--- src/rtl/clkdiv_pkg.sv ---
package clkdiv_pkg;

    // One base frequency unit spans this many ticks; relative frequencies 1..4 divide it evenly
    localparam int UNIT_TICKS = 24;
    localparam int CNT_W      = 6;
    localparam int RATIO_W    = 3;
    localparam int FBSEL_W    = 3;
    localparam int NUM_DIV    = 4;

    localparam int IDX_A  = 0;
    localparam int IDX_B  = 1;
    localparam int IDX_C  = 2;
    localparam int IDX_FB = 3;

    typedef logic [CNT_W-1:0] period_t;

    typedef enum logic [RATIO_W-1:0] {
        RATIO_1_1   = 3'd0,
        RATIO_2_1   = 3'd1,
        RATIO_3_1   = 3'd2,
        RATIO_3_2   = 3'd3,
        RATIO_4_1   = 3'd4,
        RATIO_4_3   = 3'd5,
        RATIO_4_3_1 = 3'd6,
        RATIO_4_3_2 = 3'd7
    } ratio_e;

    typedef struct packed {
        period_t a;
        period_t b;
        period_t c;
    } bank_periods_t;

    function automatic period_t period_of(input int rel_freq);
        return period_t'(UNIT_TICKS / rel_freq);
    endfunction

    function automatic bank_periods_t make_periods(input int fa, input int fb, input int fc);
        bank_periods_t p;
        p.a = period_of(fa);
        p.b = period_of(fb);
        p.c = period_of(fc);
        return p;
    endfunction

    function automatic bank_periods_t decode_ratio(input logic [RATIO_W-1:0] code);
        case (ratio_e'(code))
            RATIO_1_1:   return make_periods(1, 1, 1);
            RATIO_2_1:   return make_periods(2, 2, 1);
            RATIO_3_1:   return make_periods(3, 3, 1);
            RATIO_3_2:   return make_periods(3, 3, 2);
            RATIO_4_1:   return make_periods(4, 4, 1);
            RATIO_4_3:   return make_periods(4, 4, 3);
            RATIO_4_3_1: return make_periods(4, 3, 1);
            RATIO_4_3_2: return make_periods(4, 3, 2);
            default:     return make_periods(1, 1, 1);
        endcase
    endfunction

    function automatic period_t decode_fb(input logic [FBSEL_W-1:0] code);
        case (code)
            3'd0:    return period_t'(UNIT_TICKS);
            3'd1:    return period_t'(UNIT_TICKS / 2);
            3'd2:    return period_t'(UNIT_TICKS / 3);
            3'd3:    return period_t'(UNIT_TICKS / 4);
            3'd4:    return period_t'(UNIT_TICKS * 2);
            3'd5:    return period_t'(UNIT_TICKS / 6);
            default: return period_t'(UNIT_TICKS);
        endcase
    endfunction

endpackage

--- src/rtl/tick_source.sv ---
module tick_source (
    input  logic clk,
    input  logic rst,
    input  logic test_clk,
    input  logic bypass_en,
    input  logic prescale_en,
    output logic tick
);
    logic tc_meta, tc_sync, tc_prev;
    logic half_q;
    logic raw_tick;

    always_ff @(posedge clk) begin
        if (rst) begin
            tc_meta <= 1'b0;
            tc_sync <= 1'b0;
            tc_prev <= 1'b0;
        end else begin
            tc_meta <= test_clk;
            tc_sync <= tc_meta;
            tc_prev <= tc_sync;
        end
    end

    assign raw_tick = bypass_en ? (tc_sync & ~tc_prev) : 1'b1;

    always_ff @(posedge clk) begin
        if (rst)           half_q <= 1'b0;
        else if (raw_tick) half_q <= ~half_q;
    end

    assign tick = raw_tick & (~prescale_en | half_q);

    // a prescaled tick never repeats on the next cycle
    assert_prescale_gap_R3: assert property (@(posedge clk) disable iff (rst)
        (tick && prescale_en) |=> (!tick || !prescale_en));

    // in bypass, ticks come from isolated test-clock edges, never back to back
    assert_bypass_single_R7: assert property (@(posedge clk) disable iff (rst)
        (tick && bypass_en) |=> (!tick || !bypass_en));

endmodule

--- src/rtl/bank_divider.sv ---
module bank_divider
    import clkdiv_pkg::*;
(
    input  logic    clk,
    input  logic    rst,
    input  logic    tick,
    input  period_t period,
    output logic    level,
    output logic    slot_level,
    output logic    slot_last
);
    period_t cnt;
    period_t half;

    assign half       = period >> 1;
    assign slot_level = (cnt < half);
    assign slot_last  = (cnt == period - period_t'(1));

    always_ff @(posedge clk) begin
        if (rst) begin
            cnt   <= '0;
            level <= 1'b0;
        end else if (tick) begin
            level <= slot_level;
            cnt   <= slot_last ? '0 : cnt + period_t'(1);
        end
    end

    // the phase counter stays inside the selected period
    assert_cnt_range_R2: assert property (@(posedge clk) disable iff (rst)
        cnt < period);

    // without a tick the bank output holds
    assert_hold_R7: assert property (@(posedge clk) disable iff (rst)
        !tick |=> $stable(level));

    // a rise happens only when the slot at the start of a period is emitted
    assert_rise_at_origin_R8: assert property (@(posedge clk) disable iff (rst)
        (tick && !level && slot_level) |-> (cnt == '0));

endmodule

--- src/rtl/coincidence_sync.sv ---
module coincidence_sync (
    input  logic clk,
    input  logic rst,
    input  logic tick,
    input  logic a_last,
    input  logic c_last,
    input  logic c_slot_level,
    input  logic d_sel,
    output logic sync_q,
    output logic d_q
);
    logic shared_next;

    assign shared_next = a_last & c_last;

    always_ff @(posedge clk) begin
        if (rst) begin
            sync_q <= 1'b0;
            d_q    <= 1'b0;
        end else if (tick) begin
            sync_q <= shared_next;
            d_q    <= d_sel ? shared_next : c_slot_level;
        end
    end

    // sync never spans two consecutive ticks
    assert_sync_one_slot_R4: assert property (@(posedge clk) disable iff (rst)
        (sync_q && tick) |=> !sync_q);

endmodule

--- src/rtl/ratio_clock_divider.sv ---
module ratio_clock_divider
    import clkdiv_pkg::*;
(
    input  logic       clk,
    input  logic       rst,
    input  logic       test_clk,
    input  logic       bypass_en,
    input  logic [3:0] freq_sel,
    input  logic [2:0] fb_sel,
    input  logic       bank_d_sel,
    output logic       bank_a,
    output logic       bank_b,
    output logic       bank_c,
    output logic       bank_d,
    output logic       sync_out,
    output logic       fb_out
);
    logic          tick;
    bank_periods_t bank_per;
    period_t       per        [NUM_DIV];
    logic          lvl        [NUM_DIV];
    logic          slot_lvl   [NUM_DIV];
    logic          slot_last  [NUM_DIV];

    tick_source u_tick (
        .clk         (clk),
        .rst         (rst),
        .test_clk    (test_clk),
        .bypass_en   (bypass_en),
        .prescale_en (freq_sel[3]),
        .tick        (tick)
    );

    assign bank_per    = decode_ratio(freq_sel[RATIO_W-1:0]);
    assign per[IDX_A]  = bank_per.a;
    assign per[IDX_B]  = bank_per.b;
    assign per[IDX_C]  = bank_per.c;
    assign per[IDX_FB] = decode_fb(fb_sel);

    for (genvar g = 0; g < NUM_DIV; g++) begin : g_div
        bank_divider u_div (
            .clk        (clk),
            .rst        (rst),
            .tick       (tick),
            .period     (per[g]),
            .level      (lvl[g]),
            .slot_level (slot_lvl[g]),
            .slot_last  (slot_last[g])
        );
    end

    coincidence_sync u_sync (
        .clk          (clk),
        .rst          (rst),
        .tick         (tick),
        .a_last       (slot_last[IDX_A]),
        .c_last       (slot_last[IDX_C]),
        .c_slot_level (slot_lvl[IDX_C]),
        .d_sel        (bank_d_sel),
        .sync_q       (sync_out),
        .d_q          (bank_d)
    );

    assign bank_a = lvl[IDX_A];
    assign bank_b = lvl[IDX_B];
    assign bank_c = lvl[IDX_C];
    assign fb_out = lvl[IDX_FB];

    // the first tick after reset raises A and C together
    assert_first_rise_R1: assert property (@(posedge clk) disable iff (rst)
        ($past(rst) && tick) |=> (bank_a && bank_c));

    // a sync slot is followed, at the next tick, by A and C both high
    assert_sync_precedes_R4: assert property (@(posedge clk) disable iff (rst)
        (sync_out && tick) |=> (bank_a && bank_c));

    // with the copy selection held, bank D tracks bank C after a tick
    assert_d_copy_R5: assert property (@(posedge clk) disable iff (rst)
        (!bank_d_sel && $past(!bank_d_sel) && $past(tick)) |-> (bank_d == bank_c));

endmodule

--- config.mk ---
export PLATFORM = sky130hd
export DESIGN_NAME = ratio_clock_divider
export DESIGN_NICKNAME = d
export VERILOG_FILES = /design/src/rtl/clkdiv_pkg.sv /design/src/rtl/tick_source.sv /design/src/rtl/bank_divider.sv /design/src/rtl/coincidence_sync.sv /design/src/rtl/ratio_clock_divider.sv
export SDC_FILE = /design/constraint.sdc
export NUM_CORES = 1
export LEC_CHECK = 0
export BUFFER_PORTS_ARGS = -buffer_cell sky130_fd_sc_hd__buf_2
export CAP_MARGIN = 20
export CORE_UTILIZATION = 35
export CTS_CLUSTER_DIAMETER = 50
export DETAILED_ROUTE_END_ITERATION = 8
export SETUP_SLACK_MARGIN = 0.05
export SLEW_MARGIN = 15
export SYNTH_ARGS = -nofsm -noshare
export SYNTH_HDL_FRONTEND = slang
export SYNTH_SLANG_ARGS = --single-unit
--- constraint.sdc ---
create_clock -name clk -period 1.65 [get_ports clk]
set_input_delay 0.165 -clock clk [delete_from_list [all_inputs] [get_ports clk]]
set_output_delay 0.165 -clock clk [all_outputs]
set_load 0.02 [all_outputs]
# [Word-level counts from Yosys, hierarchy flattened]
# Memory sizes are Yosys's and may differ from the RTL's.
# Cells that the tools add are included.
[op_classes] n_addsub=8 magnitude_cmp=4 eq_ne=9 n_mux=7 bitwise=7
[op_table] operator="$pmux 6 s5" count=1
[op_table] operator="$add 6x1->6 const B" count=4
[op_table] operator="$eq 6x6->1" count=4
[op_table] operator="$lt 6x5->1" count=4
[op_table] operator="$mux 6" count=4
[op_table] operator="$sub 6x1->6 const B" count=4
[op_table] operator="$eq 3x2->1 const B" count=2
[op_table] operator="$eq 3x3->1 const B" count=2
[op_table] operator="$and 1x1->1" count=3
[op_table] operator="$eq 3x1->1 const B" count=1
[op_table] operator="$not 1->1" count=3
[op_table] operator="$mux 1" count=2
[op_table] operator="$or 1x1->1" count=1
[word_totals] reg_bits=34 mem_bits_ro=80 input_bits=12 output_inout_bits=6 wordCells=50 mem_count=1
[mem_list] memory="(no name shown)" words=8 width=10 rd=1 rd_ports_with_merged_regs=0 write_ports=0 line_no="clkdiv_pkg.sv:47" source="case (ratio_e'(code))"

# [Depth between registers and ports, before layout]
[logic_depth] depth_word=5 depth_mapped=9 ltp_nobuf=8

# [By module]
# Synthesis repeated with hierarchy kept, for this count alone.
[hier_totals] hier_cells=302 hier_area_um2=2716.4
[modules_own_cells] module="bank_divider" instances=4 cells_per_inst=65 area_each_um2=599.3 seq_area_each_um2=140.1
[modules_own_cells] module="tick_source" instances=1 cells_per_inst=14 area_each_um2=145.1 seq_area_each_um2=80.1
[modules_own_cells] module="ratio_clock_divider" instances=1 cells_per_inst=19 area_each_um2=93.8 seq_area_each_um2=0.0
[modules_own_cells] module="coincidence_sync" instances=1 cells_per_inst=9 area_each_um2=80.1 seq_area_each_um2=40.0

# [Worst setup path after synthesis]
# Ideal clock, no wire load.
[synth_timing] path_type="input port to flip-flop" startpoint="input freq_sel[2]" endpoint="register g_div[1].u_div.cnt[2]" setup_time_ns=0.134 arrival_time_ns=1.495 t_required_ns=1.516 slack_ns=0.022 stages=7 path_buffers=1 cell_sequence="buf_6 -> nor2b_1 -> ha_1 -> nor2_1 -> a21oi_1 -> o41ai_2 -> nor2_1"
[synth_via] elab_chain_cells=4
[synth_lines] item="start, declared" line_no="ratio_clock_divider.sv:8" source="input logic [3:0] freq_sel,"
[synth_lines] item="$mem_v2 8x10"
[synth_lines] item="$sub 6x1->6" line_no="bank_divider.sv:17" source="assign slot_last = (cnt == period - period_t'(1));"
[synth_lines] item="$eq 6x6->1" line_no="bank_divider.sv:17"
[synth_lines] item="$mux 6" line_no="bank_divider.sv:25" source="cnt <= slot_last ? '0 : cnt + period_t'(1);"
[synth_lines] item="end signal, assigned" line_no="bank_divider.sv:25"
[synth_lines] item="end, declared" line_no="bank_divider.sv:12" source="period_t cnt;"
# No other way between the ends.
# A chain may end at the register's enable or synchronous reset.

# [Worst setup path after layout]
[layout_timing] startpoint="register g_div[0].u_div.cnt[2]" endpoint="register u_sync.sync_q"
[layout_via] elab_chain_cells=2
[layout_lines] item="start, declared" line_no="bank_divider.sv:12"
[layout_lines] item="start signal, assigned" line_no="bank_divider.sv:25"
[layout_lines] item="$eq 6x6->1" line_no="bank_divider.sv:17"
[layout_lines] item="$and 1x1->1" line_no="coincidence_sync.sv:14" source="assign shared_next = a_last & c_last;"
[layout_lines] item="end signal, assigned" line_no="coincidence_sync.sv:21" source="sync_q <= shared_next;"
[layout_lines] item="end, declared" line_no="coincidence_sync.sv:9" source="output logic sync_q,"
# No other way between the ends.

==> reports/metrics.yaml <==
outcome:
  status: "finished clean"
run:
  maxCapViolations: 0
clock_tree:
  cts-root-buf: "clkbuf_8"
  clock_path_buffers: 2
  numCtsBuffers: 5
  cts_tree: "built"
  clk_pin_slew_worst_paths_ps: 70
  clk_latency_ps: 290
  cts_max_level: 2
  clock-sinks: 34
power_and_ir_drop:
  internal_power_uw: 1360
  power_frac_seq_pct: 48.0
  cellPowerDensity_nw_per_um2: 753
  power_switching_uw: 514
  p_comb_share_pct: 19.5
  vdd_drop_max_mv: 0.503
  pwr-share-clk_pct: 32.6
  switching_share_pct: 27.4
  p_leak_uw: 0.00108
critical_path:
  crit_required_ps: 1880
  cp-start-kind: "register"
  setup.worst_path.class: "register to register"
  crit_slowest_cell: "or4b_4"
  cp_max_fo: 3
  max_stage_delay_ps: 570
  cp.arrival_ps: 1790
  crit_chain: "buf_6 -> and4b_2 -> o211ai_1 -> or4b_4 -> a21oi_2"
  end_kind: "register"
sta:
  min_period_ps: 1570
  max_freq_ghz: 0.637
  min_period_over_period_pct: 95.1
  setup_viol: 0
  drv_slew: 0
  tns_ps: 0
  rsz0062_at_grt: "true"
  hold_viol: 0
  relSlewSlack_pct: 78.7
  worst_pin_slew_ps: 317
  finalWorstSetupSlack_ps: 80.8
  skew_ps: 8.68
global_routing:
  antenna_found_initial: 0
  grt_pass1_vias: 1644
  grt_max_degree: 19
  grt_pass1_wl_um: 7430
  grt_overflow: 0
  grt_use_total_pct: 15.6
yosys:
  yosys.cell_types.count: 44
  synth_edf_count: 0
  ys_seq_area_share_pct: 33.7
  syn-num-nets: 260
  avgSynthCellArea_um2: 8.75
  syn_area_um2: 2020
  syn_inst: 231
  synthFlopType: "dfxtp_1"
  ys_warn_count: 0
  synth-seq-cells: 34
  async_flop_share_pct: 0
route:
  first_pass_iters: 4
  drt_iter0_markers: 57
  final_antenna_net_count: 0
  drt-vias-per-instance: 5.00
  drc_errors: 0
  route.detailed.wl_per_inst_um: 12.2
  dr_total_vias: 1741
  totalWireLength_um: 4260
placement:
  port_buffers: 17
  dp_cells: 341
  preCtsSetupSlack_ps: -33.6
  place.gp.congestion: 0.834
  hpwlAfterDp_um: 3220
layout:
  nets: 306
  multi_input_area_um2: 1290
  fillers: 570
  stdcell_count: 348
  syn2layout_area_growth_pct: 23.2
  antennaDiodeCount: 0
  ff_latch_area_um2: 683
  layout-drive-gt1-share_pct: 25.4
floorplan:
  io_pins: 18
  initial_utilization_pct: 36.5
  die_w_um: 78.0
  coreArea_um2: 5540
  die_y_um: 78.0
  rows: 27
  die_area_um2: 6080
hold_path:
  hold_path.class: "input port to register"
cells in the mapped netlist, types with 3 or more instances:
| library cell | instances | area (um2) |
|---|---|---|
| dfxtp_1 | 34 | 681 |
| nand2_1 | 27 | 101 |
| nor2_1 | 22 | 82.6 |
| xor2_1 | 19 | 166 |
| ha_1 | 17 | 213 |
| a21oi_1 | 16 | 80.1 |
| xnor2_1 | 10 | 87.6 |
| nand4_1 | 9 | 56.3 |
| nor3_1 | 8 | 40.0 |
| inv_1 | 6 | 22.5 |
| o21ai_0 | 6 | 30.0 |
| nor2b_1 | 5 | 31.3 |
| buf_2 | 4 | 20.0 |
| nand2b_1 | 4 | 25.0 |
| o211ai_1 | 4 | 30.0 |
| a21o_1 | 3 | 22.5 |
| and3_1 | 3 | 18.8 |
repair_timing:
action | in CTS | in global routing
resized for setup | 4 | 8
setup buffers | 0 | 1
hold buffers | 0 | 0
setup endpoints to repair | 13 | 15
pin swaps | 3 | 6
cloned | 0 | 0
per-layer routing:
metal | routed length, um | GRT usage (%) | up-vias
li1 | - | - | 906
met2 | 1820 | 22.5 | 30
met4 | 60 | 6.11 | 0
met3 | 158 | 3.88 | 6
met1 | 2220 | 22.0 | 799
met5 | 0 | 0 | -
power groups by stage:
stage	Sequential (uW)	Clock [uW]	Combinational (uW)
6_report	899	610	364
5_1_grt	904	655	407
4_1_cts	900	629	359
3_5_place_dp	918	0	355
3_3_place_gp	916	0	347
2_1_floorplan	924	0	214
state kept, by name, indices dropped and copies added (netlist names):
name               cells
u_tick.tc_prev         1
g_div.u_div.level      4
u_sync.sync_q          1
u_tick.tc_sync         1
g_div.u_div.cnt       24
u_sync.d_q             1
u_tick.half_q          1
u_tick.tc_meta         1
final timing paths:
kind                          from              to  slack (ps)  cells past startpoint
max          g_div[0].u_div.cnt[2]   u_sync.sync_q          80                      5
min                       test_clk  u_tick.tc_meta          90                      2
max reg2reg  g_div[0].u_div.cnt[2]   u_sync.sync_q          80                      5
min reg2reg         u_tick.tc_meta  u_tick.tc_sync         450                      1
placed cells by master (no fill, tap or decap), types with 3 or more instances in the layout:
| cell type | instances |
|---|---|
| clkbuf_8 | 6 |
| and3_1 | 3 |
| o211ai_1 | 4 |
| inv_1 | 6 |
| nor2b_1 | 5 |
| dfxtp_1 | 32 |
| xnor2_1 | 10 |
| o21ai_0 | 6 |
| nor3_1 | 8 |
| a21oi_1 | 13 |
| nand2b_1 | 3 |
| nand4_1 | 9 |
| buf_4 | 28 |
| buf_2 | 17 |
| ha_1 | 17 |
| a21o_1 | 3 |
| nor2_1 | 22 |
| xor2_1 | 19 |
| nand2_1 | 27 |
through the flow:
step / area, um2 / util, % / total power [uW] / hold WS, ps
CTS: 2450 / 44.2 / 1890 / 89.3
floorplan: 2020 / - / 1140 / 293
global route: 2490 / 44.9 / 1970 / 112
finish: 2490 / 44.9 / 1870 / 92.1
detailed placement: 2350 / 42.4 / 1270 / 383
global placement: 2350 / 42.4 / 1260 / 380
critical path: cells and delay by family, from the launching register on:
kind | cells | cell delay (ps)
AOI/OAI and AO/OA | 2 | 240
buffers and inverters | 1 | 110
DFF | 1 | 330
and+or+nand+nor | 2 | 830
cells by family (layout without fill, tap and decap cells):
kind of cell    after synthesis  after routing  share of synthesized area, %
compound gates               42             42                          14.2
xor+xnor                     29             29                          12.6
fa+ha+maj                    17             17                          10.5
buf+inv                      14             59                          4.40
flops                        34             34                          33.7
mux                           2              2                         0.991
simple gates                 93             93                          23.7
final cells by class:
class,instances,area share [%]
Multi-Input combinational cell,183,52.0
Timing Repair Buffer,47,12.8
Tap cell,72,3.62
Clock buffer,6,3.32
Inverter,6,0.905
Sequential cell,34,27.4
No activity file was read; power rests on OpenSTA's default activity.
